$ cat config.mk
export PLATFORM = sky130hd
export DESIGN_NAME = cmpf_unit
export DESIGN_NICKNAME = d
export VERILOG_FILES = /design/src/rtl/cmpf_pkg.sv /design/src/rtl/cmpf_decode.sv /design/src/rtl/cmpf_operand_mux.sv /design/src/rtl/cmpf_flag_core.sv /design/src/rtl/cmpf_unit.sv
export SDC_FILE = /design/constraint.sdc
export NUM_CORES = 1
export LEC_CHECK = 0
export BUFFER_PORTS_ARGS = -buffer_cell sky130_fd_sc_hd__buf_2
export CAP_MARGIN = 25
export CORE_AREA = 5 5 424 426
export CTS_BUF_LIST = sky130_fd_sc_hd__clkbuf_2 sky130_fd_sc_hd__clkbuf_4 sky130_fd_sc_hd__clkbuf_8
export DETAILED_ROUTE_END_ITERATION = 16
export DIE_AREA = 0 0 429 431
export PLACE_DENSITY = 0.3
export SYNTH_ARGS = -nofsm -noshare
export SYNTH_HDL_FRONTEND = slang
export SYNTH_HIERARCHICAL = 1
export SYNTH_SLANG_ARGS = --single-unit
$ cat constraint.sdc
create_clock -name clk -period 11.1 [get_ports clk]
set_input_delay 0.555 -clock clk [delete_from_list [all_inputs] [get_ports clk]]
set_output_delay 0.555 -clock clk [all_outputs]
set_load 0.005 [all_outputs]
$ cat src/rtl/cmpf_pkg.sv
package cmpf_pkg;
  localparam int WORDW    = 32;
  localparam int SEL_LO   = 5;
  localparam int SEL_W    = 3;
  localparam int SRCA_LO  = 16;
  localparam int SRCB_LO  = 0;
  localparam int BIT_N    = 31;
  localparam int BIT_Z    = 30;
  localparam int BIT_C    = 29;
  localparam int BIT_V    = 28;
  localparam logic [SEL_W-1:0] OP_CMP_NARROW = 3'd4;
  localparam logic [SEL_W-1:0] OP_CMP_WIDE   = 3'd5;

  typedef enum logic [1:0] {
    MODE_NARROW = 2'd0,
    MODE_WIDE   = 2'd1,
    MODE_BAD    = 2'd2
  } cmpf_mode_e;

  typedef struct packed {
    logic n;
    logic z;
    logic c;
    logic v;
  } cmpf_flags_t;
endpackage

$ cat src/rtl/cmpf_decode.sv
module cmpf_decode
  import cmpf_pkg::*;
#(
  parameter int IDXW = 4
) (
  input  logic [WORDW-1:0] insn,
  output logic [IDXW-1:0]  idx_a,
  output logic [IDXW-1:0]  idx_b,
  output cmpf_mode_e       mode
);
  logic [SEL_W-1:0] sel;
  logic             unused_insn_bits;

  assign sel   = insn[SEL_LO +: SEL_W];
  assign idx_a = insn[SRCA_LO +: IDXW];
  assign idx_b = insn[SRCB_LO +: IDXW];
  assign unused_insn_bits = ^insn;

  always_comb begin
    unique case (sel)
      OP_CMP_NARROW: mode = MODE_NARROW;
      OP_CMP_WIDE:   mode = MODE_WIDE;
      default:       mode = MODE_BAD;
    endcase
  end
endmodule

$ cat src/rtl/cmpf_operand_mux.sv
module cmpf_operand_mux #(
  parameter int NREGS = 16,
  parameter int XLEN  = 64,
  parameter int IDXW  = $clog2(NREGS)
) (
  input  logic [NREGS*XLEN-1:0] rf_image,
  input  logic [IDXW-1:0]       idx,
  output logic [XLEN-1:0]       data
);
  logic [XLEN-1:0] entry [NREGS];

  for (genvar g = 0; g < NREGS; g++) begin : g_unpack
    assign entry[g] = rf_image[g*XLEN +: XLEN];
  end

  assign data = entry[idx];
endmodule

$ cat src/rtl/cmpf_flag_core.sv
module cmpf_flag_core
  import cmpf_pkg::*;
#(
  parameter int W = 32
) (
  input  logic [W-1:0] opa,
  input  logic [W-1:0] opb,
  output cmpf_flags_t  flags
);
  logic [W-1:0] diff;
  logic         a_neg, b_neg, r_neg;

  assign diff  = opa - opb;
  assign a_neg = opa[W-1];
  assign b_neg = opb[W-1];
  assign r_neg = diff[W-1];

  always_comb begin
    flags.n = r_neg;
    flags.z = (diff == '0);
    flags.v = (a_neg & ~b_neg & ~r_neg) | (~a_neg & b_neg & r_neg);
    flags.c = (a_neg & ~b_neg) | (a_neg & ~r_neg) | (~b_neg & ~r_neg);
  end
endmodule

$ cat src/rtl/cmpf_unit.sv
module cmpf_unit
  import cmpf_pkg::*;
#(
  parameter int NREGS = 16,
  parameter int XLEN  = 64
) (
  input  logic                  clk,
  input  logic                  rst,
  input  logic                  req_valid,
  input  logic [WORDW-1:0]      insn,
  input  logic [NREGS*XLEN-1:0] rf_image,
  output logic                  flags_valid,
  output logic [WORDW-1:0]      flags_word,
  output logic                  illegal_op
);
  localparam int IDXW = $clog2(NREGS);
  localparam int HALF = XLEN / 2;

  logic [IDXW-1:0] idx_a, idx_b;
  cmpf_mode_e      mode;
  logic [XLEN-1:0] opa, opb;
  cmpf_flags_t     fl_narrow, fl_wide, fl_sel;
  logic [WORDW-1:0] word_next;
  logic            legal;

  cmpf_decode #(.IDXW(IDXW)) u_dec (
    .insn  (insn),
    .idx_a (idx_a),
    .idx_b (idx_b),
    .mode  (mode)
  );

  cmpf_operand_mux #(.NREGS(NREGS), .XLEN(XLEN), .IDXW(IDXW)) u_mux_a (
    .rf_image (rf_image),
    .idx      (idx_a),
    .data     (opa)
  );

  cmpf_operand_mux #(.NREGS(NREGS), .XLEN(XLEN), .IDXW(IDXW)) u_mux_b (
    .rf_image (rf_image),
    .idx      (idx_b),
    .data     (opb)
  );

  cmpf_flag_core #(.W(HALF)) u_core_narrow (
    .opa   (opa[HALF-1:0]),
    .opb   (opb[HALF-1:0]),
    .flags (fl_narrow)
  );

  cmpf_flag_core #(.W(XLEN)) u_core_wide (
    .opa   (opa),
    .opb   (opb),
    .flags (fl_wide)
  );

  assign legal  = (mode != MODE_BAD);
  assign fl_sel = (mode == MODE_WIDE) ? fl_wide : fl_narrow;

  always_comb begin
    word_next        = '0;
    word_next[BIT_N] = fl_sel.n;
    word_next[BIT_Z] = fl_sel.z;
    word_next[BIT_C] = fl_sel.c;
    word_next[BIT_V] = fl_sel.v;
  end

  always_ff @(posedge clk) begin
    if (rst) begin
      flags_valid <= 1'b0;
      illegal_op  <= 1'b0;
      flags_word  <= '0;
    end else begin
      flags_valid <= req_valid & legal;
      illegal_op  <= req_valid & ~legal;
      flags_word  <= (req_valid & legal) ? word_next : '0;
    end
  end
endmodule

==> results list, run 1 <==
* Worst slack at placement: 855 ps
- Before antenna repair, the detailed router went through 5 iterations.
- Gate Count Post-Synth: 2092
- Final net count: 4190
- Clock buffer count from CTS: 3
* DPL Wire Length: 145 mm
- Number of nets with antenna violations after detailed routing: 0
* Fraction of synthesized area in multiplexers: 0.534
* Total die area: 185000 µm²
- Dominant combinational cell family by area after synthesis: multiplexers
* RePlAce Congestion: 0.890
* Final Critical Period: 9660 ps
- The clock net in this run drives a total of 6 sinks.
* Area used by multi-input combinational logic: 20100 µm²
* Setup Buffers After CTS: 0
- FILL cells: 19900
* Post-synthesis share of cell area spent on and, or, nand and nor gates: 0.0966
- Of the cells placed in the final design, the portion with a size suffix greater than 1 is 0.572.
- The total area inside the core boundary comes to 175000 µm².
* Required time of the critical path: 11270 ps
- Global routing finished with a remaining overflow of 0.
* CTS Root Cell: clkbuf_8
- In this run the core area contains 154 standard-cell rows.
- Synthesized-area fraction occupied by ao, oa, aoi and oai cells: 0.202
- Among all stages on the critical path, the largest delay is contributed by a2111oi_0.
* Buffers added on ports: 1043
- Number of warning messages in the yosys log: 6
* Total number of vias: 24600
- Post-synthesis cell type count: 104
- Number of cells after detailed placement: 5364
- Across every metal layer, demand over resource in global routing totals 0.170.
- In the synthesized netlist the dominant register cell turns out to be dfxtp_1.
- Quantity of gates resized following cts: 0
* Area overhead of the layout relative to synthesis: 36.8%
- Share of synthesized registers carrying an async set or reset: 0
* Number of flip-flops and latches in the synthesized netlist: 6
- The clock passes through at most 2 buffers.
* Worst Hold Margin: 666 ps
- Number of buffers inserted for hold repair after clock tree synthesis: 0
* Worst VDD drop: 0.0227 mV
- The worst setup path is of the input port to flip-flop kind.
- In this run the worst path has a maximum fanout of 23.
- The worst path meets setup with 1440 ps of slack.
- Setup total negative slack: 0 ps
- Antenna violations before repair: 95
- CP peak stage delay: 580 ps
- Pin count of the biggest net entering global routing: 66
* Max H-tree Level: 1
- In the final layout, flip-flops and latches occupy 120 µm².
* Worst Tran Pin Value: 946 ps
- The number of global-route vias before repair was 25900.
* Area of the mapped netlist: 21900 µm²
* Final Max Slew Viols: 0
- Parity-gate share of the synthesized area counting xor and xnor cells: 0.0176
- For this design the ratio of total power to cell area is 74.6 nW/µm².
- Clock transition time at the flip-flop clock pins of the worst setup and hold paths: 50 ps
- Syn avg cell area: 10.5 µm²
- Setup repair after global routing missed its margin: no
- The flow ran to the end, and the final reports show no timing, DRC or antenna violations.
- Die Ht: 431 µm
* Post-layout instance count excluding filler cells: 5394
- STA classifies the critical path endpoint as a flip-flop.
- Post-synth EDFFs: 0
* Post-DR wirelength/cell: 30.9 µm
* CTS tree: done
- The first global-routing pass estimated 223 mm of wire.
- The final-report hold violation count came to 0.
* Number of DRC violations after detailed routing: 0
- Standby leakage power: 0.0122 µW
* Share of the cycle needed by the critical path after routing: 0.870
- For this block, the routed nets add up to 167 mm of wire.
- The initial utilization of the core area, before any placement, comes to 0.125.
- Arrival time of data at the critical path endpoint: 9830 ps
- Initial DRC count: 1568
- The path class of the tightest hold or removal check is input port to flip-flop.
* Setup-violating endpoint count in the final report: 0
- Number of maximum-capacitance constraint violations: 0
- Seq/Total Area, Yosys: 0.00548
* Die boundary width: 429 µm
- Power comes to 2240 µW.
* I/O pin count: 1093
* Max Clk Rate: 104 MHz
* Area share of fa/ha/maj cells after synthesis: 0.0595
- STA classifies the critical path startpoint as an input port.
- Via/cell ratio: 4.57
* Worst relative slew slack: 0.368
[cells in the mapped netlist, drive strengths merged, types with 9 or more instances]
| cell type | instances | area, µm² |
|---|---|---|
| mux4 | 512 | 11500 |
| a22oi | 258 | 1940 |
| nand2 | 222 | 841 |
| buf | 147 | 1030 |
| inv | 123 | 462 |
| a21oi | 101 | 547 |
| ha | 98 | 1230 |
| clkbuf | 87 | 347 |
| o21ai | 62 | 314 |
| nor2 | 57 | 214 |
| a21o | 36 | 273 |
| xnor2 | 29 | 254 |
| nand4 | 26 | 178 |
| a31oi | 22 | 168 |
| nand3 | 21 | 110 |
| o211ai | 19 | 153 |
| o21a | 19 | 145 |
| nor2b | 18 | 115 |
| nand2b | 17 | 106 |
| nor3 | 17 | 90.1 |
| xor2 | 15 | 131 |
| and3 | 13 | 86.3 |
| or2 | 12 | 75.1 |
| mux2i | 11 | 110 |
| nor4 | 11 | 90.1 |
| a211oi | 10 | 103 |
| o21bai | 10 | 78.8 |
| o31ai | 9 | 77.6 |
[metrics by stage]
step           cell area [µm²]   util
2_1_floorplan            22000      -
3_3_place_gp             29900  0.171
3_5_place_dp             29900  0.171
4_1_cts                  29900  0.171
5_1_grt                  30000  0.171
6_report                 30000  0.171
[layer usage]
layer  GRT usage  wire [µm]  up-vias  share of wire
met3      0.0251       8370      164          0.050
met4      0.0278       3320       28          0.020
met1       0.204      65200    12800           0.39
met2       0.325      89500      945           0.54
li1            -          -    10700              -
met5           0        190        -         0.0011
[registers in the layout, indices dropped and copies added (netlist names)]
signal,cells
flags_word,4
flags_valid,1
illegal_op,1
[worst paths after layout]
path	endpoint	cells past startpoint	slack, ps	from
setup / recovery	flags_word[30]$_SDFF_PP0_	36	1440	insn[16]
hold / removal	flags_word[29]$_SDFF_PP0_	4	670	rst
[logic make-up (layout without fill, tap and decap cells)]
family | after synthesis | after routing
muxes | 530 | 530
DFF | 6 | 6
buffers and inverters | 357 | 1265
and+or+nand+nor | 442 | 442
AOI/OAI and AO/OA | 610 | 610
other | 1 | 55
adders and majority gates | 102 | 102
xor gates and xnor gates | 44 | 44
[placed cells by master (no fill, tap or decap), types with 7 or more instances in the layout]
master,synthesis,final
a21oi_1,92,92
o21ai_0,47,47
o2111ai_1,7,7
o211ai_1,17,17
nand2_1,219,219
buf_12,0,23
mux4_2,512,512
and3_1,9,9
o21bai_1,9,9
o31ai_1,7,7
a21oi_2,8,8
nand2b_1,17,17
conb_1,1,28
nor4_1,9,9
nor2b_1,17,13
nand4_1,25,25
nor3_1,16,16
diode_2,0,27
xnor2_1,29,29
a21o_1,34,34
nand3_1,20,20
inv_1,122,122
or2_2,7,7
ha_1,98,98
o21a_1,17,17
buf_2,35,1039
a22oi_1,258,258
buf_4,49,72
nor2_1,57,55
a31oi_1,20,20
mux2_2,7,7
o21ai_1,14,14
mux2i_1,11,11
xor2_1,15,15
[critical path, delay by kind of cell]
family | cells | cell delay [ps]
and+or+nand+nor | 13 | 2510
AOI/OAI and AO/OA | 14 | 3990
adders and majority gates | 2 | 960
muxes | 2 | 580
buffers and inverters | 5 | 1100
[layout make-up]
cell class / instances / share of cell area
Antenna cell: 27 / 0.00225
Tap cell: 2340 / 0.0975
Multi-Input combinational cell: 1756 / 0.671
Timing Repair Buffer: 1139 / 0.209
Inverter: 123 / 0.0154
Sequential cell: 6 / 0.00400
Clock buffer: 3 / 0.00138
[report_power, final]
part / internal [µW] / switching [µW]
combinational: 932 / 1250
clock: 23.9 / 15.5
sequential: 22.5 / 0.168
Power figures use the tool's default switching activity.
==> inputs of run 2 (changes only) <==
--- a/config.mk
+++ b/config.mk
@@ -7,10 +7,10 @@
 export LEC_CHECK = 0
 export BUFFER_PORTS_ARGS = -buffer_cell sky130_fd_sc_hd__buf_2
 export CAP_MARGIN = 25
-export CORE_AREA = 5 5 424 426
+export CORE_AREA = 4 4 423 425
 export CTS_BUF_LIST = sky130_fd_sc_hd__clkbuf_2 sky130_fd_sc_hd__clkbuf_4 sky130_fd_sc_hd__clkbuf_8
 export DETAILED_ROUTE_END_ITERATION = 16
-export DIE_AREA = 0 0 429 431
+export DIE_AREA = 0 0 427 429
 export PLACE_DENSITY = 0.3
 export SYNTH_ARGS = -nofsm -noshare
 export SYNTH_HDL_FRONTEND = slang
==> results list, run 2 (synthesized netlist as in run 1, its figures left out) <==
- Setup total negative slack: 0 ps (unchanged)
* Top flop regs: flags_word (4), flags_valid (1), illegal_op (1)
* Leading cell type in the layout, fill and taps excluded: buf_2
* Arrival time of data at the critical path endpoint: 9920 ps (+90 ps)
- The max-slew violation count came to 0 (unchanged).
- The maximum number of pins on one net before global-route repair is 65 (-1.5%).
* Max H-tree Level: 1 (unchanged)
* Floorplan Core Area: 175000 µm² (unchanged)
- The number of global-route vias before repair was 26100 (+0.62%).
- Worst Tran Pin Value: 977 ps (+31.2 ps)
* Share of the cycle needed by the critical path after routing: 0.878 (+0.00732)
- Final net count: 4189 (-0.024%)
- The total wire length after detailed routing was 163 mm (-1.9%).
* Switch share: 0.564 (+0.000665)
- The number of flip-flops in the largest register is 4 (unchanged).
- Via/cell ratio: 4.57 (about the same)
* First-pass GRT wire length: 220 mm (-1.4%)
* CP max FO: 27 (+17%)
* Max stage delay cell, worst path: mux4_2
- The tree is rooted in a clkbuf_8.
- Tightest Hold Check Type: input port to flip-flop
* Aggregate global-route resource usage: 0.170 (about the same)
- Final Critical Period: 9740 ps (+81.2 ps)
- The die area is 183000 µm² (-0.93%).
- Row count: 154 (unchanged)
- CTS tree: done
* RePlAce Congestion: 0.872 (-2.1%)
- Run status: complete, no violations
* Max Clk Rate: 103 MHz (-0.83%)
* Clk sink count: 6 (unchanged)
* Layout cell share with drive strength beyond 1: 0.571 (about the same)
- Number of nets with antenna violations after detailed routing: 0 (unchanged)
- Antenna violations before repair: 87 (-8.4%)
- Endpoint class of the critical path: flip-flop
- Die boundary width: 427 µm (-0.47%)
- The first-iteration detailed-routing DRC count is 1568 (unchanged).
* Maximum clock insertion buffer count: 2 (unchanged)
- Worst VDD drop: 0.0235 mV (+3.5%)
- Power per cell area: 74.6 nW/µm² (about the same)
- Area overhead of the layout relative to synthesis: 37.1%
- CP peak stage delay: 560 ps (-20 ps)
* Required time of the critical path: 11280 ps (about the same)
- The relative max-transition margin is 0.347 (-0.0209).
- The leakage power total is 0.0122 µW (about the same).
- Top register by number of flip-flops: flags_word
* Internal power: 978 µW (about the same)
- In the layout the commonest cells are buf_2 (1039), mux4_2 (512), a22oi_1 (258), nand2_1 (219), inv_1 (122).
- Number of hold-slack violations in the final timing report: 0 (unchanged)
- Gate power share: 0.972 (about the same)
* DPL Wire Length: 142 mm (-2.3%)
* Worst Hold Margin: 650 ps (-16.5 ps)
* Sequential share of power: 0.010 (about the same)
* Setup-violating endpoint count in the final report: 0 (unchanged)
* Total number of vias: 24700 (+0.19%)
- The leftover overflow at the end of global routing came to 0 (unchanged).
* Clock transition time at the flip-flop clock pins of the worst setup and hold paths: 50 ps (about the same)
- By startpoint and endpoint, the worst setup path is classified as input port to flip-flop.
- Quantity of gates resized following cts: 0 (unchanged)
* Clock power share: 0.018 (about the same)
- Number of DRC violations after detailed routing: 0 (unchanged)
- Number of maximum-capacitance constraint violations: 0 (unchanged)
* Post-DR wirelength/cell: 30.3 µm (-2.0%)
- The die span in y came to 429 µm (-0.46%).
- Buffers added on ports: 1043 (unchanged)
* I/O pin count: 1093 (unchanged)
- STA classifies the critical path startpoint as an input port.
* Clock buffer count from CTS: 3 (unchanged)
- Setup repair after global routing left no endpoint under its margin.
* Effective utilization at floorplan: 0.125 (unchanged)
- Sw power: 1260 µW (+0.23%)
- The setup fix buffers added after clock tree synthesis was 0 (unchanged).
- The hold buffer count at CTS is 0 (unchanged).
- Detailed-router iteration count before antenna repair: 5 (unchanged)
## run 2: through the flow
step | setup slack [ps] | instances | power [µW] | utilization | cell area, µm²
2_1_floorplan | 3250 | 2119 | 1400 | - | 22000
3_3_place_gp | 914 | 5363 | 2250 | 0.171 | 29900
3_5_place_dp | 929 | 5363 | 2240 | 0.171 | 29900
4_1_cts | 1140 | 5366 | 2300 | 0.171 | 30000
5_1_grt | 437 | 5387 | 2450 | 0.171 | 30000
6_report | 1360 | 5401 | 2240 | 0.171 | 30100
## run 2: metal layers
layer | vias to the layer above | track usage | wire length [µm]
met4 | 18 | 0.0214 | 1970
met5 | - | 0 | 108
met1 | 13000 | 0.206 | 64000
li1 | 10700 | - | -
met3 | 121 | 0.0207 | 7930
met2 | 894 | 0.327 | 89400
## run 2: worst max-delay path: cells and delay by family
| kind | cells | cell delay [ps] |
|---|---|---|
| and+or+nand+nor | 14 | 2910 |
| AOI/OAI and AO/OA | 14 | 3750 |
| buffers and inverters | 4 | 1090 |
| muxes | 2 | 620 |
| adders and majority gates | 2 | 910 |
## run 2: worst paths after layout
kind | from | end | slack (ps) | cells past startpoint
max | insn[16] | flags_word[30]$_SDFF_PP0_ | 1360 | 36
min | rst | flags_valid$_SDFF_PP0_ | 650 | 3
## run 2: power groups by stage
stage | Sequential, µW | Clock (µW) | Combinational (µW)
2_1_floorplan | 23.3 | 0 | 1380
3_3_place_gp | 23.2 | 0 | 2230
3_5_place_dp | 23.2 | 0 | 2220
4_1_cts | 22.8 | 43.0 | 2230
5_1_grt | 22.9 | 42.3 | 2380
6_report | 22.8 | 40.2 | 2180
## run 2: area by class of cell
cell class / count / area (µm²)
timing repair buffer: 1138 / 6300
sequential: 6 / 120
antenna: 35 / 87.6
clock buffer: 3 / 41.3
multi-input combinational: 1756 / 20100
tap: 2340 / 2930
fill: 19900 / 145000
inverter: 123 / 462
